===== src/rtl/hdlc_rx_pkg.sv =====
// Shared types and CRC constants for the serial receive channel.
// Assumes reflected (LSB-first) CRC arithmetic on the line bit order.
package hdlc_rx_pkg;

    // Classification of one line bit as it moves through the deframer
    typedef enum logic [1:0] {
        CL_NONE  = 2'd0,   // discarded: stuffed zero, flag/abort body, idle
        CL_DATA  = 2'd1,   // frame data bit
        CL_FLAG  = 2'd2,   // last bit of a flag
        CL_ABORT = 2'd3    // seventh consecutive one
    } bit_class_t;

    localparam int FLAG_LEN = 8;

    function automatic logic [31:0] fcs_poly(input int w);
        return (w == 32) ? 32'hEDB8_8320 : 32'h0000_8408;
    endfunction

    function automatic logic [31:0] fcs_residue(input int w);
        return (w == 32) ? 32'hDEBB_20E3 : 32'h0000_F0B8;
    endfunction

endpackage


===== src/rtl/hdlc_rx_deframer.sv =====
// Classifies each line bit (data, stuffed zero, flag end, abort).
// Delays the result by FLAG_LEN stages, so that a flag or abort can erase
// the bits before it that belong to its own pattern.
// Assumes one line bit per clock edge.
module hdlc_rx_deframer
    import hdlc_rx_pkg::*;
#(
    parameter int DEPTH = FLAG_LEN
) (
    input  logic       clk,
    input  logic       rst_n,
    input  logic       line_bit,
    output bit_class_t out_cls,
    output logic       out_bit
);

    logic [2:0]       ones;
    bit_class_t       in_cls;
    bit_class_t       cls_pipe [DEPTH];
    logic [DEPTH-1:0] bit_pipe;

    // Classify the incoming bit from the count of ones before it
    always_comb begin
        if (line_bit) begin
            if (ones == 3'd6)      in_cls = CL_ABORT;
            else if (ones == 3'd7) in_cls = CL_NONE;
            else                   in_cls = CL_DATA;
        end else begin
            if (ones == 3'd6)      in_cls = CL_FLAG;
            else if (ones == 3'd5) in_cls = CL_NONE;
            else                   in_cls = CL_DATA;
        end
    end

    // Count consecutive ones, saturating at seven
    always_ff @(posedge clk) begin
        if (!rst_n)         ones <= '0;
        else if (!line_bit) ones <= '0;
        else if (ones != 3'd7) ones <= ones + 3'd1;
    end

    // Shift the classes along; a flag erases 7 older stages, an abort 6
    always_ff @(posedge clk) begin
        if (!rst_n) begin
            bit_pipe <= '0;
            for (int i = 0; i < DEPTH; i++) cls_pipe[i] <= CL_NONE;
        end else begin
            bit_pipe    <= {bit_pipe[DEPTH-2:0], line_bit};
            cls_pipe[0] <= in_cls;
            for (int i = 1; i < DEPTH; i++) begin
                if (in_cls == CL_FLAG || (in_cls == CL_ABORT && i < DEPTH - 1))
                    cls_pipe[i] <= CL_NONE;
                else
                    cls_pipe[i] <= cls_pipe[i-1];
            end
        end
    end

    assign out_cls = cls_pipe[DEPTH-1];
    assign out_bit = bit_pipe[DEPTH-1];

endmodule


===== src/rtl/hdlc_rx_fcs.sv =====
// Bit-serial reflected CRC over the data bits of a frame. The register is
// preset at every flag or abort. good is 1 when the register holds the
// residue of an intact frame. Assumes CRC_W is 16 or 32.
module hdlc_rx_fcs
    import hdlc_rx_pkg::*;
#(
    parameter int CRC_W = 16
) (
    input  logic clk,
    input  logic rst_n,
    input  logic clr,
    input  logic en,
    input  logic din,
    output logic good
);

    localparam logic [31:0]      POLY32  = fcs_poly(CRC_W);
    localparam logic [31:0]      RESID32 = fcs_residue(CRC_W);
    localparam logic [CRC_W-1:0] POLY    = POLY32[CRC_W-1:0];
    localparam logic [CRC_W-1:0] RESID   = RESID32[CRC_W-1:0];

    logic [CRC_W-1:0] crc;

    // One LFSR step per data bit, preset on frame boundaries
    always_ff @(posedge clk) begin
        if (!rst_n || clr) crc <= '1;
        else if (en)       crc <= (crc >> 1) ^ ({CRC_W{crc[0] ^ din}} & POLY);
    end

    assign good = (crc == RESID);

endmodule


===== src/rtl/hdlc_rx_framer.sv =====
// Frame state: hunts for a flag, packs data bits into octets and holds the
// last CRC_W/8 octets back, because they may be the check sequence.
// Releases older octets to the hand-off stage. Drives the frame status.
// Assumes classified bits from the deframer.
module hdlc_rx_framer
    import hdlc_rx_pkg::*;
#(
    parameter int CRC_W = 16
) (
    input  logic       clk,
    input  logic       rst_n,
    input  bit_class_t cls,
    input  logic       cls_bit,
    input  logic       fcs_good,
    input  logic       miss,
    output logic       fcs_clr,
    output logic       fcs_en,
    output logic       push,
    output logic [7:0] push_data,
    output logic       valid_frame,
    output logic       frame_err,
    output logic       frame_end
);

    localparam int NF = CRC_W / 8;
    localparam int HW = $clog2(NF + 1);

    logic          open;
    logic [2:0]    bit_idx;
    logic [7:0]    sreg;
    logic          got_bits;
    logic [HW-1:0] hcnt;
    logic          rel_any;
    logic [7:0]    hold [NF];
    logic          oct_done;
    logic [7:0]    byte_new;
    logic          bad;

    assign fcs_clr  = (cls == CL_FLAG) || (cls == CL_ABORT);
    assign fcs_en   = open && (cls == CL_DATA);
    assign oct_done = open && (cls == CL_DATA) && (bit_idx == 3'd7);
    assign byte_new = {cls_bit, sreg[7:1]};
    assign bad      = (bit_idx != 3'd0) || !rel_any || !fcs_good;

    // Hold line of the most recent octets, newest at index 0
    always_ff @(posedge clk) begin
        if (!rst_n) begin
            for (int i = 0; i < NF; i++) hold[i] <= '0;
        end else if (oct_done) begin
            hold[0] <= byte_new;
            for (int i = 1; i < NF; i++) hold[i] <= hold[i-1];
        end
    end

    // Frame state machine, octet assembly, release and status
    always_ff @(posedge clk) begin
        if (!rst_n) begin
            open        <= 1'b0;
            bit_idx     <= '0;
            sreg        <= '0;
            got_bits    <= 1'b0;
            hcnt        <= '0;
            rel_any     <= 1'b0;
            valid_frame <= 1'b0;
            frame_err   <= 1'b0;
            frame_end   <= 1'b0;
            push        <= 1'b0;
            push_data   <= '0;
        end else begin
            frame_end <= 1'b0;
            push      <= 1'b0;
            unique case (cls)
                CL_FLAG: begin
                    if (open && got_bits) begin
                        frame_end <= 1'b1;
                        if (bad) frame_err <= 1'b1;
                    end
                    open        <= 1'b1;
                    valid_frame <= 1'b0;
                    bit_idx     <= '0;
                    got_bits    <= 1'b0;
                    hcnt        <= '0;
                    rel_any     <= 1'b0;
                end
                CL_ABORT: begin
                    if (open && got_bits) frame_err <= 1'b1;
                    open        <= 1'b0;
                    valid_frame <= 1'b0;
                    bit_idx     <= '0;
                    got_bits    <= 1'b0;
                    hcnt        <= '0;
                    rel_any     <= 1'b0;
                end
                CL_DATA: begin
                    if (open) begin
                        got_bits <= 1'b1;
                        bit_idx  <= bit_idx + 3'd1;
                        sreg     <= byte_new;
                        if (bit_idx == 3'd7) begin
                            if (!valid_frame) begin
                                valid_frame <= 1'b1;
                                frame_err   <= 1'b0;
                            end
                            if (hcnt == HW'(NF)) begin
                                push      <= 1'b1;
                                push_data <= hold[NF-1];
                                rel_any   <= 1'b1;
                            end else begin
                                hcnt <= hcnt + 1'b1;
                            end
                        end
                    end
                end
                default: ;
            endcase
            if (miss && valid_frame) frame_err <= 1'b1;
        end
    end

endmodule


===== src/rtl/hdlc_rx_handoff.sv =====
// Offers each released byte to the back end. The byte is taken by an ack
// within WIN edges. If no ack comes, the offer is withdrawn and miss is
// raised for one cycle. Assumes offers are at least WIN+1 cycles apart.
module hdlc_rx_handoff #(
    parameter int WIN = 7
) (
    input  logic       clk,
    input  logic       rst_n,
    input  logic       push,
    input  logic [7:0] push_data,
    input  logic       rd_ack,
    output logic [7:0] rx_data,
    output logic       rx_ready,
    output logic       miss
);

    localparam int WW = (WIN > 1) ? $clog2(WIN) : 1;

    logic [WW-1:0] wcnt;

    assign miss = rx_ready && !rd_ack && (wcnt == WW'(WIN - 1));

    // Offer register and read-window counter
    always_ff @(posedge clk) begin
        if (!rst_n) begin
            rx_ready <= 1'b0;
            rx_data  <= '0;
            wcnt     <= '0;
        end else if (push) begin
            rx_ready <= 1'b1;
            rx_data  <= push_data;
            wcnt     <= '0;
        end else if (rx_ready) begin
            if (rd_ack || miss) rx_ready <= 1'b0;
            else                wcnt     <= wcnt + 1'b1;
        end
    end

endmodule


===== src/rtl/hdlc_rx_chan.sv =====
// HDLC serial receive channel top: deframer, CRC checker, framer and
// byte hand-off. Runs entirely on the line clock. CRC_W selects
// CRC-16 or CRC-32.
module hdlc_rx_chan #(
    parameter int CRC_W  = 16,
    parameter int RD_WIN = 7
) (
    input  logic       clk,
    input  logic       rst_n,
    input  logic       rx_bit,
    input  logic       rd_ack,
    output logic [7:0] rx_data,
    output logic       rx_ready,
    output logic       valid_frame,
    output logic       frame_err,
    output logic       frame_end
);
    import hdlc_rx_pkg::*;

    bit_class_t cls;
    logic       cls_bit;
    logic       fcs_good;
    logic       fcs_clr;
    logic       fcs_en;
    logic       push;
    logic [7:0] push_data;
    logic       miss;

    hdlc_rx_deframer #(.DEPTH(FLAG_LEN)) deframer_i (
        .clk(clk), .rst_n(rst_n), .line_bit(rx_bit),
        .out_cls(cls), .out_bit(cls_bit)
    );

    hdlc_rx_fcs #(.CRC_W(CRC_W)) fcs_i (
        .clk(clk), .rst_n(rst_n), .clr(fcs_clr), .en(fcs_en),
        .din(cls_bit), .good(fcs_good)
    );

    hdlc_rx_framer #(.CRC_W(CRC_W)) framer_i (
        .clk(clk), .rst_n(rst_n), .cls(cls), .cls_bit(cls_bit),
        .fcs_good(fcs_good), .miss(miss), .fcs_clr(fcs_clr),
        .fcs_en(fcs_en), .push(push), .push_data(push_data),
        .valid_frame(valid_frame), .frame_err(frame_err),
        .frame_end(frame_end)
    );

    hdlc_rx_handoff #(.WIN(RD_WIN)) handoff_i (
        .clk(clk), .rst_n(rst_n), .push(push), .push_data(push_data),
        .rd_ack(rd_ack), .rx_data(rx_data), .rx_ready(rx_ready),
        .miss(miss)
    );

endmodule


===== config.mk =====
export PLATFORM = sky130hd
export DESIGN_NAME = hdlc_rx_chan
export DESIGN_NICKNAME = d
export VERILOG_FILES = /design/src/rtl/hdlc_rx_pkg.sv /design/src/rtl/hdlc_rx_deframer.sv /design/src/rtl/hdlc_rx_fcs.sv /design/src/rtl/hdlc_rx_framer.sv /design/src/rtl/hdlc_rx_handoff.sv /design/src/rtl/hdlc_rx_chan.sv
export SDC_FILE = /design/constraint.sdc
export NUM_CORES = 1
export LEC_CHECK = 0
export BUFFER_PORTS_ARGS = -buffer_cell sky130_fd_sc_hd__buf_2
export CORE_UTILIZATION = 40
export CTS_CLUSTER_SIZE = 20
export DETAILED_ROUTE_END_ITERATION = 7
export SETUP_SLACK_MARGIN = 0.05
export SYNTH_ARGS = -nofsm -noshare
export SYNTH_HDL_FRONTEND = slang
export SYNTH_SLANG_ARGS = --single-unit

===== constraint.sdc =====
create_clock -name clk -period 2.56 [get_ports clk]
set_clock_uncertainty 0.1 [all_clocks]
set_input_delay 0.512 -clock clk [delete_from_list [all_inputs] [get_ports clk]]
set_output_delay 0.512 -clock clk [all_outputs]
set_load 0.03 [all_outputs]

---- Word-level counts from Yosys, hierarchy flattened ----
Memories as Yosys holds them, arrays and structs flattened. A register that Yosys moved wholly into a read port is not among the register bits.
Index checks and enable logic that the tools add are counted.
Widths: inputs -> output; s select.
storage, ports and cells
  register bits after elaboration ......... 59
  bits in writable memories ............... 32
  memories ................................ 2
  word-level logic and storage cells ...... 168
  input port bits ......................... 4
  output and inout port bits .............. 12
memories
  memory               depth  width  read ports  clocked after memory_dff  wr ports  line                    RTL
  deframer_i.cls_pipe  8      2      8           0                         8         hdlc_rx_deframer.sv:19  bit_class_t cls_pipe [DEPTH];
  framer_i.hold        2      8      2           1                         2         hdlc_rx_framer.sv:34    logic [7:0] hold [NF];
operators by class
  eq/ne operators ......................... 23
  add/sub/neg operators ................... 4
  multiplexer cells ....................... 68
  reduce and logical (&&, ||, !) cells .... 34
  bitwise operators ....................... 21
operators by type and width
  operator              number
  $mux 2                21
  $mux 1                37
  $or 1x1->1            17
  $eq 16x16->1 const B  1
  $mux 8                2
  $reduce_and 4->1      4
  $xor 15x16->16        1
  $eq 3x3->1 const B    5
  $ne 3x3->1 const B    5
  $eq 2x2->1 const B    5
  $reduce_and 2->1      5
  $add 3x1->3 const B   3
  $pmux 1 s2            4
  $reduce_and 7->1      1
  $logic_and 1x1->1     6
  $logic_or 1x1->1      6
  $ne 2x2->1 const B    3
  $ne 3x2->1 const B    2
  $pmux 3 s2            1
  $logic_not 1->1       5
  $pmux 2 s2            1
  $reduce_bool 2->1     2
  $reduce_bool 4->1     1
  $reduce_or 2->1       2
  other kinds (9)       10

---- Depth between registers and ports, before layout ----
  depth after elaboration ................. 11
  mapped depth ............................ 6
  mapped depth without buffers ............ 6

---- Hierarchy ----
From an unflattened synthesis, not the netlist that was laid out.
unflattened totals
  cells, all modules ...................... 363
  area total of the unflattened synthesis .. 4095.2 um^2
modules (own cells, without submodules)
  module            times used  seq. area each (um^2)  area an instance (um^2)  cells each
  hdlc_rx_framer    1           1021.0                 1870.5                   180
  hdlc_rx_deframer  1           680.7                  1018.5                   74
  hdlc_rx_fcs       1           320.3                  675.6                    62
  hdlc_rx_handoff   1           240.2                  530.5                    47

---- Worst setup path before layout ----
Ideal clock, no wire load.
  kind .................................... input-to-reg
  start ................................... input rst_n
  end ..................................... memory framer_i.hold[0][0] (enable)
  slack ................................... 0.751 ns
  path buffers ............................ 2
  setup time .............................. 0.363 ns
  stages .................................. 3
  arrival time ............................ 1.346 ns
  required time ........................... 2.097 ns
  cell sequence ........................... clkbuf_1 clkbuf_1 nand2_1
RTL lines
  what             line                  RTL
  start, declared  hdlc_rx_chan.sv:9     input logic rst_n,
  end, declared    hdlc_rx_framer.sv:34

==> flow_metrics.env <==
export IMPL_run_status="finished clean"
export IMPL_postSynthCellCount=329
export IMPL_initialDrtViolationCount=88
export IMPL_clk_transition_reported_paths_ns=0.10
export IMPL_power_share_switching=0.233
export IMPL_yosys_cell_count_top_type="sky130_fd_sc_hd__dfxtp_1"
export IMPL_cts_buffers_inserted=9
export IMPL_htree_levels=3
export IMPL_tritoncts="done"
export IMPL_first_global_vias=2039
export IMPL_clkSinkCount=98
export IMPL_setup_violations_final=0
export IMPL_worstPathBufferInverterCount=0
export IMPL_timing_hold_worst_class="register to register"
export IMPL_detailroute_via_count=2265
export IMPL_cts_repair_resize_count=0
export IMPL_endpoint_kind="register"
export IMPL_grt_start_max_net_pins=37
export IMPL_grt_overflow=0
export IMPL_coreArea_mm2=0.00889
export IMPL_worst_path_max_delay_cell="sky130_fd_sc_hd__edfxtp_1"
export IMPL_synth_enable_flop_cells=30
export IMPL_count_of_nets_after_finishing=371
export IMPL_power_per_cell_area_mw_per_mm2=637
export IMPL_p_clk_frac=0.347
export IMPL_global_route_wire_length_before_repair_mm=9.43
export IMPL_port_buffers=15
export IMPL_num_antenna_cells=0
export IMPL_postSynth_asyncResetShare=0
export IMPL_cts_repair_timing_setup_buffer_count=0
export IMPL_period_minus_slack_ns=2.00
export IMPL_yosys_area_share_xor_xnor=0.0187
export IMPL_synth_area_top_cells="sky130_fd_sc_hd__dfxtp_1 36%, sky130_fd_sc_hd__edfxtp_1 24%, sky130_fd_sc_hd__mux2i_1 4.5%"
export IMPL_critical_path_top_delay_family="simple AND/OR/NAND/NOR gates"
export IMPL_critical_path_cell_chain="and3b_1 -> nand2_1 -> nand2_1"
export IMPL_vias_per_cell=4.82
export IMPL_transition_time_at_the_pin_with_the_least_slew_margin_ns=0.615
export IMPL_cts_buffer_depth=2
export IMPL_synth_largest_type_area_fraction=0.363
export IMPL_startpoint_class="register"
export IMPL_routed_wirelength_mm=5.55
export IMPL_yosys_register_bits=98
export IMPL_part_of_the_yosys_area_used_for_sequential_elements=0.603
export IMPL_synthMuxAreaShare=0.0454
export IMPL_num_io_pins=16
export IMPL_synthFlopType="sky130_fd_sc_hd__dfxtp_1"
export IMPL_combinational_family_with_the_most_area_after_synthesis="simple AND/OR/NAND/NOR gates"
export IMPL_synth_compound_gate_area_share=0.0701
export IMPL_timing_fmax_mhz=501
export IMPL_layout_drive_gt1_share=0.113
export IMPL_place_hpwl_mm=3.73
export IMPL_total_die_area_mm2=0.00977
export IMPL_die_h_um=98.8
export IMPL_setup_total_negative_slack_ns=0
export IMPL_syn_to_final_growth_pct=11.0
export IMPL_clk_insertion_delay_late_ns=0.36
export IMPL_synth_cell_area_mm2=0.00375
export IMPL_leakage_power_figure_nw=1.72
export IMPL_synth_top_cells_by_count="68 x sky130_fd_sc_hd__dfxtp_1, 41 x sky130_fd_sc_hd__nand2_1, 30 x sky130_fd_sc_hd__edfxtp_1"
export IMPL_gpl_final_weighted_congestion=0.717
export IMPL_intPower_w=0.00203
export IMPL_floorplan_die_width_um=98.8
export IMPL_synth_simple_area_share=0.204
export IMPL_switching_power_of_the_nets_w=0.000618
export IMPL_max_cap_viol_count=0
export IMPL_dr_drc_count=0
export IMPL_drt_pre_antenna_iters=4
export IMPL_seqPwrFrac=0.622
export IMPL_holdBufCountCts=0
export IMPL_syn_avg_cell_area_um2=11.4
export IMPL_slew_viol_final=0
export IMPL_antenna_found_initial=0
export IMPL_grt_use_total=0.124
export IMPL_cp_data_arrival_time_ns=1.89
export IMPL_wire_per_inst_um=11.8
export IMPL_final_antenna_net_count=0
export IMPL_yosys_area_share_adder=0.0334
export IMPL_finalCritPeriodShare=0.780
export IMPL_yosysTopAreaCell="sky130_fd_sc_hd__dfxtp_1"
export IMPL_final_fill_count=845
export IMPL_fin_area_mm2=0.00416
export IMPL_placedInstanceArea_mm2=0.00398
export IMPL_synth_yosys_warnings=0
export IMPL_crit_path_max_incr_delay_ns=0.49
export IMPL_critical_path_required_ns=2.45
export IMPL_final_hold_viol_count=0
export IMPL_criticalPathCategory="register to register"
export IMPL_cp_common_cell="sky130_fd_sc_hd__nand2_1"
export IMPL_final_util=0.468
export IMPL_number_of_rows_in_the_core_area=34
export IMPL_power_ir_vdd_worst_mv=0.238
export IMPL_grt_setup_unrepaired="no"
export IMPL_cts_root_buffer_cell="sky130_fd_sc_hd__clkbuf_8"
export IMPL_critical_path_max_fanout=16
export IMPL_netlist_cell_type_count=40
export IMPL_initial_utilization=0.422
export IMPL_comb_power_share=0.031
export IMPL_slew_headroom=0.589
==> layout make-up <==
cell class	count	area, µm²	share of cell area
Sequential cell	98	2260	0.543
Multi-Input combinational cell	221	1450	0.347
Tap cell	108	135	0.0325
Clock buffer	9	124	0.0297
Timing Repair Buffer	20	113	0.0270
Clock inverter	7	58.8	0.0141
Inverter	7	26.3	0.00631
==> path summary, 6_finish.rpt <==
kind,startpoint,depth (start not counted),end,slack (ns)
min,deframer_i.bit_pipe[6],1,deframer_i.bit_pipe[7],0.33
min reg2reg,deframer_i.bit_pipe[6],1,deframer_i.bit_pipe[7],0.33
max,deframer_i.cls_pipe[1][7],3,framer_i.hold[0][3],0.56
max reg2reg,deframer_i.cls_pipe[1][7],3,framer_i.hold[0][3],0.56
==> logic make-up after synthesis <==
kind of cell,Yosys count
buffers and inverters,23
muxes,17
and+or+nand+nor,140
other,1
xor gates and xnor gates,8
AOI/OAI and AO/OA,32
adders and majority gates,10
DFF,98
==> per-stage QoR <==
step	power, W	instances	hold WS (ns)	setup slack (ns)
floorplan	0.00174	342	0.312	0.751
CTS	0.00269	470	0.336	0.533
global placement	0.00177	454	0.314	0.585
finish	0.00265	470	0.332	0.564
detailed placement	0.00177	454	0.319	0.543
global route	0.00277	470	0.353	0.383
==> routing by layer <==
| layer | global-route usage | up-vias | part of all wire |
|---|---|---|---|
| li1 | - | 1174 | - |
| met1 | 0.170 | 1051 | 0.51 |
| met2 | 0.182 | 35 | 0.44 |
| met3 | 0.0326 | 5 | 0.035 |
| met4 | 0.0586 | 0 | 0.014 |
| met5 | 0 | - | 0 |
==> worst register-to-register path: stages (launching register included) <==
cell and delay [ns]:
sky130_fd_sc_hd__edfxtp_1 0.49, sky130_fd_sc_hd__and3b_1 0.45, sky130_fd_sc_hd__nand2_1 0.12, sky130_fd_sc_hd__nand2_1 0.48
==> cells in the final DEF, fill, tap and decap left out, types with 8 or more instances in the layout <==
master                     instances
sky130_fd_sc_hd__nor2_1           15
sky130_fd_sc_hd__and3_1           13
sky130_fd_sc_hd__clkbuf_8          9
sky130_fd_sc_hd__dfxtp_1          68
sky130_fd_sc_hd__nand3_1          14
sky130_fd_sc_hd__a21boi_0          8
sky130_fd_sc_hd__buf_2            15
sky130_fd_sc_hd__nand2_1          41
sky130_fd_sc_hd__conb_1           14
sky130_fd_sc_hd__edfxtp_1         30
sky130_fd_sc_hd__ha_1             10
sky130_fd_sc_hd__nor2b_1          18
sky130_fd_sc_hd__and2_1           26
sky130_fd_sc_hd__mux2i_1          17
==> state kept, by name, indices dropped and copies added (netlist names) <==
name	cells
fcs_i.crc	16
framer_i.frame_end	1
framer_i.hold	16
framer_i.push	1
deframer_i.ones	3
framer_i.sreg	7
framer_i.rel_any	1
deframer_i.bit_pipe	8
framer_i.frame_err	1
framer_i.hcnt	2
handoff_i.rx_data	8
handoff_i.rx_ready	1
framer_i.got_bits	1
handoff_i.wcnt	3
deframer_i.cls_pipe	16
framer_i.push_data	8
framer_i.bit_idx	3
framer_i.open	1
framer_i.valid_frame	1
==> power groups by stage <==
stage | Clock, W | Combinational, W | Sequential [W]
after floorplan | 0 | 0.0000644 | 0.00168
after global placement | 0 | 0.0000827 | 0.00168
after detailed placement | 0 | 0.0000839 | 0.00168
after CTS | 0.000957 | 0.0000845 | 0.00165
after global routing | 0.00102 | 0.0000957 | 0.00165
final | 0.000920 | 0.0000830 | 0.00165
No activity file was read; power rests on OpenSTA's default activity.
